--- config.mk ---
export PLATFORM = sky130hd
export DESIGN_NAME = e1crc_datapath
export DESIGN_NICKNAME = d
export VERILOG_FILES = /design/src/rtl/e1crc_pkg.sv /design/src/rtl/e1crc_datapath.sv
export SDC_FILE = /design/constraint.sdc
export NUM_CORES = 1
export LEC_CHECK = 0
export BUFFER_PORTS_ARGS = -buffer_cell sky130_fd_sc_hd__clkbuf_2
export CAP_MARGIN = 0
export CORE_ASPECT_RATIO = 0.8
export CORE_UTILIZATION = 43
export CTS_CLUSTER_DIAMETER = 200
export DETAILED_ROUTE_END_ITERATION = 10
export PLACE_DENSITY = 0.72
export SKIP_LAST_GASP = 1
export SLEW_MARGIN = 20
export SYNTH_ARGS = -nofsm -noshare
export SYNTH_HDL_FRONTEND = slang
export SYNTH_SLANG_ARGS = --single-unit
--- constraint.sdc ---
create_clock -name clk -period 2.1 [get_ports clk]
set_clock_uncertainty 0.05 [all_clocks]
set_input_delay 0.21 -clock clk [delete_from_list [all_inputs] [get_ports clk]]
set_output_delay 0.21 -clock clk [all_outputs]
set_load 0.01 [all_outputs]
--- src/rtl/e1crc_pkg.sv ---
package e1crc_pkg;
  localparam int CRC_W   = 4;
  localparam int FIDX_W  = 4;
  localparam logic [CRC_W-1:0] GEN_LOW = 4'b0011;

  typedef struct packed {
    logic shift;
    logic smfStart;
    logic smfEnd;
    logic zeroBit;
    logic cLoad;
    logic cmpEn;
    logic farEn;
  } strobeT;

  function automatic logic [CRC_W-1:0] crcStep(input logic [CRC_W-1:0] cur, input logic din);
    logic fb;
    fb = cur[CRC_W-1] ^ din;
    return {cur[CRC_W-2:0], 1'b0} ^ (fb ? GEN_LOW : '0);
  endfunction
endpackage

--- src/rtl/e1crc_datapath.sv ---
module e1crc_datapath
  import e1crc_pkg::*;
#(
  parameter int CNT_W = 16
) (
  input  logic             clk,
  input  logic             rstN,
  input  logic             rxBit,
  input  strobeT           stb,
  output logic             blockErr,
  output logic             farErr,
  output logic [CNT_W-1:0] localErrCnt,
  output logic [CNT_W-1:0] farErrCnt
);
  localparam logic [CNT_W-1:0] CNT_MAX = {CNT_W{1'b1}};

  logic             din;
  logic [CRC_W-1:0] crcReg, crcNext, prevCrc, cReg, cWord;

  assign din     = stb.zeroBit ? 1'b0 : rxBit;
  assign crcNext = crcStep(stb.smfStart ? '0 : crcReg, din);
  assign cWord   = {cReg[CRC_W-2:0], rxBit};

  always_ff @(posedge clk) begin
    if (!rstN) begin
      crcReg  <= '0;
      prevCrc <= '0;
      cReg    <= '0;
    end else begin
      if (stb.shift)  crcReg  <= crcNext;
      if (stb.smfEnd) prevCrc <= crcNext;
      if (stb.cLoad)  cReg    <= cWord;
    end
  end

  always_ff @(posedge clk) begin
    if (!rstN) begin
      blockErr    <= 1'b0;
      farErr      <= 1'b0;
      localErrCnt <= '0;
      farErrCnt   <= '0;
    end else begin
      blockErr <= stb.cmpEn && (cWord != prevCrc);
      farErr   <= stb.farEn && !rxBit;
      if (stb.cmpEn && (cWord != prevCrc) && (localErrCnt != CNT_MAX))
        localErrCnt <= localErrCnt + CNT_W'(1);
      if (stb.farEn && !rxBit && (farErrCnt != CNT_MAX))
        farErrCnt <= farErrCnt + CNT_W'(1);
    end
  end


  local_cnt_step_chk: assert property (@(posedge clk) disable iff (!rstN)
    (localErrCnt != $past(localErrCnt)) |-> (blockErr && localErrCnt == $past(localErrCnt) + CNT_W'(1)));

  local_cnt_sat_chk: assert property (@(posedge clk) disable iff (!rstN)
    ($past(localErrCnt) == CNT_MAX) |-> (localErrCnt == CNT_MAX));

  far_cnt_step_chk: assert property (@(posedge clk) disable iff (!rstN)
    (farErrCnt != $past(farErrCnt)) |-> (farErr && farErrCnt == $past(farErrCnt) + CNT_W'(1)));
endmodule

==> results of run 1 <==
worst reg2reg max path, delay by kind of cell, from the launching register on:
kind / cells / cell delay, ns
adder cells (fa/ha/maj): 1 / 0.25
flip-flops: 1 / 0.39
multiplexers: 1 / 0.24
AND/OR/NAND/NOR: 3 / 0.87
stage by stage:
step	worst slack, ns	hold slack, ns	cells	power (uW)	cell area [sq um]
after detailed placement	0.238	0.427	340	1020	2460
after CTS	0.218	0.135	347	1560	2550
after global routing	0.0713	0.134	347	1620	2550
after global placement	0.319	0.416	340	1020	2460
final	0.234	0.141	347	1550	2550
after floorplan	0.398	0.236	239	983	2170
state kept, by name, indices dropped and copies added (netlist names):
signal / cells
farErr: 1
blockErr: 1
prevCrc: 4
farErrCnt: 16
localErrCnt: 16
cReg: 3
crcReg: 4
power breakdown:
group,internal [uW],total (uW),switching [uW]
Sequential,869,882,12.6
Clock,262,552,291
Combinational,50.0,119,69.3
Total,1180,1550,373
cells in the mapped netlist, drive strengths merged:
cell     instances
and4             2
o211ai           2
nor4b            2
nor4             5
o211a            1
nor3            12
xor2            12
nor2            39
o21a             1
dfxtp           45
or4              1
nand4b           1
nor3b            4
a211oi           3
buf              2
xnor2           16
nor2b            5
nand3b           2
or2              1
and2             1
and3             4
nand2b           4
mux2i           13
o21ai            5
nand4           12
o2111ai          2
clkbuf           7
a21oi            1
nand2           16
inv              3
ha               2
nand3           12
o41ai            1
cell families (layout without fill, tap and decap cells):
kind of cell / count (synthesis) / after routing / share of synthesized area
XOR/XNOR: 28 / 28 / 0.113
AO/OA/AOI/OAI: 16 / 16 / 0.0600
AND/OR/NAND/NOR: 123 / 123 / 0.313
multiplexers: 13 / 13 / 0.0600
adder cells (fa/ha/maj): 2 / 2 / 0.0115
buffers and inverters: 12 / 60 / 0.0271
flip-flops: 45 / 45 / 0.415
cell type report:
| class | instances | area (sq um) |
|---|---|---|
| inverters | 3 | 11.3 |
| repair buffers | 50 | 268 |
| clock buffers | 7 | 86.3 |
| fillers | 465 | 2160 |
| multi-input cells | 182 | 1210 |
| well taps | 60 | 75.1 |
| flip-flops and latches | 45 | 901 |
metal layers:
metal	global-route usage	up-vias
met5	0	-
met2	0.255	39
met4	0.0960	0
li1	-	929
met1	0.251	829
met3	0.0417	5
path summary, 6_finish.rpt:
check        slack, ns             to  depth (start not counted)    startpoint
max               0.23  farErrCnt[14]                          5  farErrCnt[0]
min               0.14         farErr                          2         rxBit
max reg2reg       0.23  farErrCnt[14]                          5  farErrCnt[0]
min reg2reg       0.44      crcReg[2]                          2     crcReg[2]
==> results.ini, run 1 <==
[outcome]
status=finished clean

[die]
initial_core_util=0.461
die_y_microns=65.5
rows=22
io_pins=44
die_area_sq_mm=0.00533
core_region_area_sq_mm=0.00471
die_w_microns=81.4

[worst_setup_path]
cp_max_fo=6
max_stage_delay_ns=0.39
cp_slowest_cell=dfxtp_1
path_buf_inv=0
cp-start-kind=register
cp.required_ns=2.27
crit_arrival_ns=2.04
crit_chain=ha_1, nand3b_1, nor3_1, nor4b_1, mux2i_1
end_kind=register
critPathTopFamily=simple AND/OR/NAND/NOR gates
path_class=reg2reg

[timing]
hold_violations=0
fin_crit_sh=0.889
finalMaxSlewViolations=0
max-slew-margin-rel=0.659
rsz0062_at_grt=false
setup_viol=0
tns_ns=0
max_freq_ghz=0.536
worstMarginPinSlew_ns=0.510
layout_min_cycle_time_ns=1.87

[pwr]
p_per_area_mw_per_mm2=609
vdd_drop_max_mv=0.258
p_leak_uw=0.00103

[route]
top_layer=met4
wl_microns=4340
dr_wl_met2_microns=1780
wl_met3_microns=178
vias=1802
drt-initial-drc-count=70
ant_nets=0
viasPerCell=5.19
post_drt_wl_per_cell_microns=12.5
drt-met1-wl_microns=2310
drt_first_pass_iters=4
drc=0

[place]
port_buffers=43
place_hpwl_microns=3190
place_congestion=0.869

[synthesis]
synth_top_area_share=0.415
synth.largest_area_cell=dfxtp_1
yosys-top-cells-area=dfxtp_1 42%, nor2_1 6.8%, xnor2_1 6.5%
synth-seq-cells=45
syn_area_per_cell_sq_um=9.07
synth_area_sq_mm=0.00217
ys_seq_area_frac=0.415
yosys_warnings=0
syn-instance-count=239
synth_fp_nets=251
ys_types=40

[global_routing]
grt_max_degree=26
first_global_vias=1621
overflow=0
grt_pass1_wl_microns=7310
grt_usage=0.181
antenna_found_initial=0

[finish]
nNetsFinal=299
diodes=0
area_delta_synth_final_pct=17.6
fin_util=0.542
most-common-layout-cells=45 x dfxtp_1, 43 x clkbuf_2, 39 x nor2_1, 16 x nand2_1, 16 x xnor2_1
drive_above_1_share=0.230
layout_commonest_cell=dfxtp_1

[cts]
cts.clk_slew.worst_paths_ns=0.08
cts_buffers=5
cts_buffer_depth=2
clkLatencyLatePin_ns=0.30
cts_max_level=2
cts-resized-gates=0
cts_setup_buffers=0
cts_root_buffer=clkbuf_8
cts_tree=built
ctsHoldBuffers=0
numClockSinks=45

[job]
cap_violations=0

[hold_path]
min_path_type=in2reg

No activity file was read; power rests on OpenSTA's default activity.
==> inputs of run 2 (changes only) <==
Settings changed: PLACE_DENSITY 0.72 to 0.74.
Clock period 2.1 ns to 1.6 ns, I/O delays scaled along.
==> run 2 against run 1 <==
- the run now ends with setup timing left
- routed wire length grew 31%
- worst hold slack lost 0.074 ns
- sequential share of layout area shrank 5.8 points
- cell count grew 15%
- core utilization grew 15 points
- total power grew 47%
- non-clock buffer count grew 52
- die area is the same
- setup slack lost 0.26 ns
- register-to-register slack lost 0.26 ns
- clock power grew 64%
- first-iteration DRC count grew 10%
- critical endpoint is now localErrCnt[3]
- highest routed layer unchanged
==> results.ini, run 2 (same netlist as run 1, synthesis figures left out) <==
[finish]
area_delta_synth_final_pct=50.7  ; was 17.6%
drive_above_1_share=0.506  ; was 0.230
nNetsFinal=351  ; was 299
ff_latch_area_sq_um=965  ; was 901 sq um
biggestRegsByFlops=farErrCnt (16), localErrCnt (16)  ; unchanged
multi_input_area_sq_mm=0.00140  ; was 0.00121 sq mm
stdcell_area_sq_mm=0.00327  ; was 0.00255 sq mm
n_fill_cell=350  ; was 465
layout_commonest_cell=buf_4  ; was dfxtp_1
most-common-layout-cells=53 x buf_4, 43 x clkbuf_2, 39 x nor2_1, 24 x dfxtp_2, 16 x nand2_1  ; was 45 x dfxtp_1, 43 x clkbuf_2, 39 x nor2_1, 16 x nand2_1, 16 x xnor2_1
diodes=0  ; unchanged

[timing]
worstMarginPinSlew_ns=0.409  ; was 0.510 ns
max-slew-margin-rel=0.727  ; was 0.659
fin_ws_ns=-0.0281  ; was 0.234 ns
finalMaxSlewViolations=0  ; unchanged
layout_min_cycle_time_ns=1.63  ; was 1.87 ns
max_freq_ghz=0.614  ; was 0.536 GHz
hold_ws_ns=0.0672  ; was 0.141 ns
fin_crit_sh=1.02  ; was 0.889
setup_viol=6  ; was 0
rsz0062_at_grt=true  ; was false
hold_violations=0  ; unchanged

[outcome]
status=complete, but fails checks  ; was finished clean
violations=setup timing

[pwr]
vdd_drop_max_mv=0.436  ; was 0.258 mV
p_leak_uw=0.00140  ; was 0.00103 uW
p_per_area_mw_per_mm2=699  ; was 609 mW/mm^2

[die]
core_region_area_sq_mm=0.00471  ; unchanged
die_area_sq_mm=0.00533  ; unchanged
die_w_microns=81.4  ; unchanged
initial_core_util=0.461  ; unchanged
die_y_microns=65.5  ; unchanged
io_pins=44  ; unchanged
rows=22  ; unchanged

[route]
drt_first_pass_iters=4  ; unchanged
drc=0  ; unchanged
post_drt_wl_per_cell_microns=14.3  ; was 12.5 microns
viasPerCell=5.23  ; was 5.19
vias=2092  ; was 1802
wl_microns=5700  ; was 4340 microns
ant_nets=0  ; unchanged
drt-initial-drc-count=77  ; was 70

[place]
port_buffers=43  ; unchanged
place_congestion=0.834  ; was 0.869
place_area_sq_mm=0.00285  ; was 0.00246 sq mm
place_hpwl_microns=3880  ; was 3190 microns

[cts]
clkLatencyLatePin_ns=0.30  ; about the same
cts_root_buffer=clkbuf_8  ; unchanged
cts_buffer_depth=2  ; unchanged
numClockSinks=45  ; unchanged
cts.clk_slew.worst_paths_ns=0.09  ; was 0.08 ns
cts_buffers=5  ; unchanged
ctsHoldBuffers=0  ; unchanged
cts_tree=built  ; unchanged
cts_max_level=2  ; unchanged

[global_routing]
grt_pass1_wl_microns=8790  ; was 7310 microns
overflow=0  ; unchanged
grt_max_degree=32  ; was 26
grt_usage=0.218  ; was 0.181
antenna_found_initial=0  ; unchanged
first_global_vias=1939  ; was 1621

[worst_setup_path]
end_kind=register  ; unchanged
cp-start-kind=register  ; unchanged
crit_arrival_ns=1.76  ; was 2.04 ns
cp_max_fo=7  ; was 6
cp.required_ns=1.73  ; was 2.27 ns
path_class=reg2reg  ; unchanged

[job]
cap_violations=0  ; unchanged

[hold_path]
min_path_type=in2reg  ; unchanged

[run 2: changes by cell type in the layout (fill, tap and decap cells not counted), moves of 4 or more]
cell	change
buf_4	+46
dfxtp_1	-33
dfxtp_2	+24
dfxtp_4	+9
xor2_1	-4
[run 2: repair_timing]
item	in CTS	in global routing
endpoints found under the setup margin	19	27
gates cloned	0	0
setup buffers	2	11
pin swaps	1	23
gates resized for setup	10	40
[run 2: metal layers]
layer  part of all wire  GRT usage
met2               0.45      0.333
met4              0.017     0.0982
met3              0.042     0.0514
met1               0.49      0.290
met5                  0          0
[run 2: final cells by class]
cell class	instances	share of cell area
Tap cell	60	0.0230
Timing Repair Buffer	102	0.215
Sequential cell	45	0.295
Inverter	3	0.00345
Clock inverter	2	0.0111
Multi-Input combinational cell	182	0.427
Clock buffer	6	0.0253
[run 2: worst paths after layout]
path	startpoint	to	slack [ns]	cells past startpoint
setup reg to reg	prevCrc[2]	localErrCnt[3]	-0.03	7
setup / recovery	prevCrc[2]	localErrCnt[3]	-0.03	7
hold / removal	rxBit	farErr	0.07	2
hold reg to reg	crcReg[0]	crcReg[0]	0.44	2
[run 2: power breakdown]
group	internal, uW	switching, uW	total [uW]
Sequential	1130	22.4	1160
Clock	509	397	907
Combinational	110	111	221
Total	1750	531	2280
[run 2: through the flow]
step | total power (uW) | utilization | setup slack, ns | cells | setup TNS (ns)
2_1_floorplan | 1300 | - | -0.0240 | 239 | -0.171
3_3_place_gp | 1380 | 0.606 | -0.0448 | 380 | -0.237
3_5_place_dp | 1390 | 0.606 | -0.126 | 380 | -0.581
4_1_cts | 2290 | 0.644 | -0.0711 | 390 | -0.271
5_1_grt | 2380 | 0.694 | -0.112 | 400 | -1.20
6_report | 2280 | 0.694 | -0.0281 | 400 | -0.0777
[run 2: worst max-delay path: stages, from the launching register on]
cell and delay (ns):
dfxtp_2 0.34, xor2_2 0.18, o41ai_4 0.38, buf_12 0.18, buf_6 0.12, nor3_1 0.06
xnor2_1 0.15, nor2_1 0.05
